$ cat src/rtl/bank_window_pkg.sv
package bank_window_pkg;

  typedef enum logic [2:0] {
    RGN_EXT   = 3'd0,
    RGN_IO    = 3'd1,
    RGN_VIDEO = 3'd2,
    RGN_WRAM  = 3'd3,
    RGN_ILL   = 3'd4
  } region_e;

  localparam int unsigned PAGE_W = 8;

  localparam logic [PAGE_W-1:0] PG_ILL_LO = 8'h80;
  localparam logic [PAGE_W-1:0] PG_IO     = 8'hA1;
  localparam logic [PAGE_W-1:0] PG_VID_LO = 8'hC0;
  localparam logic [PAGE_W-1:0] PG_WRAM   = 8'hE0;

endpackage

$ cat src/rtl/bank_base_reg.sv
module bank_base_reg #(
  parameter int unsigned ADDR_W = 24,
  parameter int unsigned WIN_W  = 15
) (
  input  logic              clk,
  input  logic              rst_n,
  input  logic              shift_en,
  input  logic              shift_bit,
  output logic [ADDR_W-1:0] base
);
  localparam int unsigned KEEP_W = ADDR_W - WIN_W;

  logic [KEEP_W-1:0] kept_q;

  function automatic logic [KEEP_W-1:0] push_top(input logic [KEEP_W-1:0] cur,
                                                 input logic b);
    return {b, cur[KEEP_W-1:1]};
  endfunction

  always_ff @(posedge clk) begin
    if (!rst_n)        kept_q <= '0;
    else if (shift_en) kept_q <= push_top(kept_q, shift_bit);
  end

  assign base = {kept_q, {WIN_W{1'b0}}};
endmodule

$ cat src/rtl/window_region_decode.sv
module window_region_decode
  import bank_window_pkg::*;
#(
  parameter int unsigned ADDR_W = 24
) (
  input  logic [ADDR_W-1:0] addr,
  input  logic              valid,
  input  logic              is_write,
  output region_e           region,
  output logic              fwd,
  output logic              lockup
);
  logic [PAGE_W-1:0] page;
  assign page = addr[ADDR_W-1 -: PAGE_W];

  function automatic region_e classify(input logic [PAGE_W-1:0] pg);
    if (pg < PG_ILL_LO)                                 return RGN_EXT;
    if (pg >= PG_WRAM)                                  return RGN_WRAM;
    if (pg == PG_IO)                                    return RGN_IO;
    if (pg >= PG_VID_LO && pg[2:0] == 3'b000)           return RGN_VIDEO;
    return RGN_ILL;
  endfunction

  function automatic logic passes(input region_e r, input logic wr);
    case (r)
      RGN_EXT, RGN_IO, RGN_VIDEO: return 1'b1;
      RGN_WRAM:                   return wr;
      default:                    return 1'b0;
    endcase
  endfunction

  assign region = classify(page);
  assign fwd    = valid && passes(region, is_write);
  assign lockup = valid && (region == RGN_ILL);
endmodule

$ cat src/rtl/window_read_mux.sv
module window_read_mux #(
  parameter int unsigned DATA_W = 8
) (
  input  logic              valid,
  input  logic              is_write,
  input  logic              fwd,
  input  logic [DATA_W-1:0] fabric_data,
  output logic [DATA_W-1:0] data_out
);
  logic fwd_read;
  assign fwd_read = valid && !is_write && fwd;
  assign data_out = fwd_read ? fabric_data : {DATA_W{1'b1}};
endmodule

$ cat src/rtl/bank_window_xlate.sv
module bank_window_xlate
  import bank_window_pkg::*;
#(
  parameter int unsigned ADDR_W = 24,
  parameter int unsigned WIN_W  = 15,
  parameter int unsigned DATA_W = 8
) (
  input  logic              clk,
  input  logic              rst_n,
  input  logic              bank_wr,
  input  logic              bank_bit,
  input  logic              acc_valid,
  input  logic              acc_write,
  input  logic [WIN_W-1:0]  acc_offset,
  input  logic [DATA_W-1:0] fwd_rdata,
  output logic [ADDR_W-1:0] xl_addr,
  output logic [2:0]        region,
  output logic              fwd,
  output logic              lockup,
  output logic [DATA_W-1:0] rd_data
);
  logic [ADDR_W-1:0] bank_base;
  region_e           rgn;

  function automatic logic [ADDR_W-1:0] join_addr(input logic [ADDR_W-1:0] b,
                                                  input logic [WIN_W-1:0] o);
    return b | {{(ADDR_W-WIN_W){1'b0}}, o};
  endfunction

  bank_base_reg #(.ADDR_W(ADDR_W), .WIN_W(WIN_W)) u_base (
    .clk       (clk),
    .rst_n     (rst_n),
    .shift_en  (bank_wr),
    .shift_bit (bank_bit),
    .base      (bank_base)
  );

  assign xl_addr = join_addr(bank_base, acc_offset);

  window_region_decode #(.ADDR_W(ADDR_W)) u_dec (
    .addr     (xl_addr),
    .valid    (acc_valid),
    .is_write (acc_write),
    .region   (rgn),
    .fwd      (fwd),
    .lockup   (lockup)
  );

  assign region = rgn;

  window_read_mux #(.DATA_W(DATA_W)) u_rmux (
    .valid       (acc_valid),
    .is_write    (acc_write),
    .fwd         (fwd),
    .fabric_data (fwd_rdata),
    .data_out    (rd_data)
  );
endmodule

$ cat config.mk
export PLATFORM = sky130hd
export DESIGN_NAME = bank_window_xlate
export DESIGN_NICKNAME = d
export VERILOG_FILES = /design/src/rtl/bank_window_pkg.sv /design/src/rtl/bank_base_reg.sv /design/src/rtl/window_region_decode.sv /design/src/rtl/window_read_mux.sv /design/src/rtl/bank_window_xlate.sv
export SDC_FILE = /design/constraint.sdc
export NUM_CORES = 1
export LEC_CHECK = 0
export ABC_AREA = 1
export BUFFER_PORTS_ARGS = -buffer_cell sky130_fd_sc_hd__buf_2
export CAP_MARGIN = 20
export CORE_MARGIN = 2
export CORE_UTILIZATION = 30
export DETAILED_ROUTE_END_ITERATION = 8
export GPL_ROUTABILITY_DRIVEN = 0
export GPL_TIMING_DRIVEN = 1
export PLACE_DENSITY = 0.74
export SETUP_SLACK_MARGIN = 0.2
export SLEW_MARGIN = 10
export SYNTH_ARGS = -nofsm -noshare
export SYNTH_HDL_FRONTEND = slang
export SYNTH_SLANG_ARGS = --single-unit
$ cat constraint.sdc
create_clock -name clk -period 1.08 [get_ports clk]
set_clock_uncertainty 0.05 [all_clocks]
set_input_delay 0.162 -clock clk [delete_from_list [all_inputs] [get_ports clk]]
set_output_delay 0.162 -clock clk [all_outputs]
set_load 0.05 [all_outputs]
==> summary.md <==
The flow ran to the end, but the final reports show violations. The final reports fail on negative setup slack. The clock reaches the later pin of the worst-skew pair after 0.27 ns. The type of the most critical hold path is in -> reg.

For the worst setup path, the data arrival time is 1.59 ns. The tools report the required time of the critical path as 0.87 ns. The headroom to the max-slew limit came out at 0.809. The biggest fanout along the worst timing path came out at 8.

The area growth from synthesis to layout is 115%. After clock tree synthesis, the clock-pin slew on the worst setup and hold paths is 0.08 ns. Across the VDD grid, the largest voltage drop is 0.665 mV. In this run the power density over the cells is 920 nW/um^2. Counting tap cells, the placed design contains a total of 148 instances. The switching portion of total power was 0.385; the part of the total power dissipated in combinational logic was 0.465. The clock net in this run drives a total of 9 sinks. Total power for the finished layout comes to 1.20 mW. TritonCTS built the clock tree.

The slew of the pin with the lowest slew margin came out at 0.286 ns. STA classifies the critical path startpoint as a register. Cell internal power was estimated by the tool at 0.738 mW.

Buffers inserted during clock tree synthesis total 3. Worst-case reg-to-reg path depth: 5. In the final layout, the registers with the most flip-flops are u_base.kept_q x9. For the part of the power in registers, the log shows 0.314. The clock tree buffer depth was 2; the final count of negative-setup-slack endpoints was 19. The least setup slack across all paths after layout came out at -0.721 ns.

Global routing finished with a remaining overflow of 0. During synthesis, Yosys emitted a total of 0 warnings. Number of synthesized register bits: 9. The number of antenna violations at the first check in global routing is 0, and the first-pass detailed-route iteration total is 4. The setup slack of the worst register-to-register path came out at 0 ns. After detailed routing, the number of vias per cell comes to 4.86. Across the run, the number of max-cap violations was 0.

The number of flip-flops under the largest register name came out at 9. Setup repair after global routing could not meet its margin everywhere. The netlist uses 15 different library cells.

The tools report the leakage power summed over all cells as 0.621 nW. The repair_antennas step left the layout with diodes totalling 0. The part of the cycle the worst path needs was 1.67. The library cell used most frequently in the layout, excluding fill and tap cells, is buf_6. Once placement finished, the instance area stood at 846 um^2. The critical path is of the reg -> out type. Entering global routing, the biggest net connects 14 pins. The worst setup path is captured at an output port. The sequential-to-total area share from yosys stat was 0.297. The final layout contains routed wiring with a total length of 2490 um.

The final-stage net count was 171; the count of unresolved DRC violations after routing was 0. The post-synth net total is 119. The launching element of the worst setup path is u_base.kept_q[3]. The area of the die is 2400 um^2, and the count of endpoints failing hold in the final timing report is 0. The endpoint identified for the worst register-to-register timing path is u_base.kept_q[7]. The critical path ends at rd_data[4]. The all-layer global routing usage is 0.164. The launching point of the worst reg2reg path is u_base.kept_q[8].

In the layout the commonest cells are buf_6 (25), buf_2 (13), buf_8 (13), buf_4 (13). The die width was 49.0 um; the number of max-slew violations in the final report was 0. The count of pins on the block boundary was 66; the average size of a mapped cell was 6.74 um^2. The largest register by flop count was u_base.kept_q. After detailed routing, the average wire length per cell comes to 14.8 um. The via count of the first global-routing pass is 696, and the final critical-path required period is 1.80 ns. In this run the core area contains 16 standard-cell rows. Prior to clock tree synthesis, the placed netlist has a worst setup slack of -0.332 ns. The highest clock rate is 0.555 GHz, and the proportion of layout cells with a drive suffix above 1 is 0.730.

The proportion of power drawn by the clock network was 0.220. Switching power of the nets: 0.461 mW. The mapped netlist covers 607 um^2.

The cell sitting at the root of the clock tree is a clkbuf_4. The routed layout has 816 vias. The vertical die dimension is 49.0 um, and the final instance count without filler cells is 168.

The number of input and output port buffers inserted works out to 35. The starting density of the core came out at 0.313. The final core area utilization came out at 0.671. With fillers left out, the area of the finished cells amounts to 1300 um^2.

For the global-route wire length before repair, the log shows 2960 um. The count of nets left with antenna violations once routing finished came out at 0. The tools report the CTS H-tree depth as 1.

The placeable core region is 1940 um^2, and the DRC marker count from the first detailed-route iteration is 13. In this run, post-CTS hold repair placed 0 buffers. Synthesis produced 90 cells. Detailed placement ended at an HPWL of 1230 um.
-- cells by family (layout without fill, tap and decap cells) --
| group | Yosys count | count (layout) | share of synthesized area |
|---|---|---|---|
| AO/OA/AOI/OAI | 18 | 18 | 0.153 |
| AND/OR/NAND/NOR | 29 | 29 | 0.247 |
| flip-flops | 9 | 9 | 0.297 |
| buffers and inverters | 34 | 85 | 0.303 |
-- synthesized netlist by cell type, drive strengths merged --
master / instances / area [um^2]
a21oi: 8 / 40.0
buf: 16 / 116
clkbuf: 1 / 3.75
clkinv: 1 / 3.75
dfxtp: 9 / 180
inv: 16 / 60.1
nand2: 10 / 47.6
nand3: 1 / 10.0
nand4: 10 / 62.6
nor2: 8 / 30.0
o21a: 1 / 7.51
o21ai: 9 / 45.0
-- metrics by stage --
step,hold WS [ns],TNS (ns)
floorplan,0.238,-5.43
global placement,0.274,-3.49
detailed placement,0.274,-3.72
CTS,0.101,-6.83
global route,0.126,-10.37
finish,0.105,-9.04
-- cell type report --
class                   instances  area (um^2)
repair buffers                 64          639
flip-flops and latches          9          211
inverters                      17         68.8
fillers                       139          639
multi-input cells              47          323
clock buffers                   4         26.3
well taps                      27         33.8
-- routing by layer --
metal,vias up,global-route usage,part of all wire
li1,385,-,-
met1,386,0.160,0.38
met2,29,0.304,0.53
met3,16,0.0276,0.038
met4,0,0.129,0.044
met5,-,0,0
-- worst min path at each step --
| stage | start | end | slack (ns) | cells after the start |
|---|---|---|---|---|
| after floorplan | rst_n | u_base.kept_q[8] | 0.24 | 2 |
| after global placement | acc_offset[0] | xl_addr[0] | 0.27 | 0 |
| after detailed placement | acc_offset[0] | xl_addr[0] | 0.27 | 0 |
| after CTS | bank_bit | u_base.kept_q[8] | 0.10 | 3 |
| after global routing | bank_bit | u_base.kept_q[8] | 0.13 | 3 |
| final | bank_bit | u_base.kept_q[8] | 0.11 | 3 |
-- worst max-delay path, stage by stage (launching register included) --
cell and delay, ns:
dfxtp_4 0.37, inv_4 0.06, nand2_2 0.04, nor2_1 0.09
nand2_1 0.12, nand2_1 0.12, nand2_2 0.09, nand2_4 0.11
nand4_1 0.13, buf_6 0.19
-- repair_timing --
action                                  4_1_cts  5_1_grt
endpoints found under the setup margin       23       29
endpoints found under the hold margin         0        0
resized for setup                            68       33
pin swaps                                     7        9
buffers inserted                              5       11
-- power groups by stage --
stage	combinational [mW]	clock [mW]	sequential (mW)
after floorplan	0.311	0	0.454
final	0.557	0.264	0.377
after detailed placement	0.357	0	0.377
after CTS	0.461	0.267	0.374
after global placement	0.353	0	0.376
after global routing	0.584	0.279	0.379
Power figures use the tool's default switching activity.
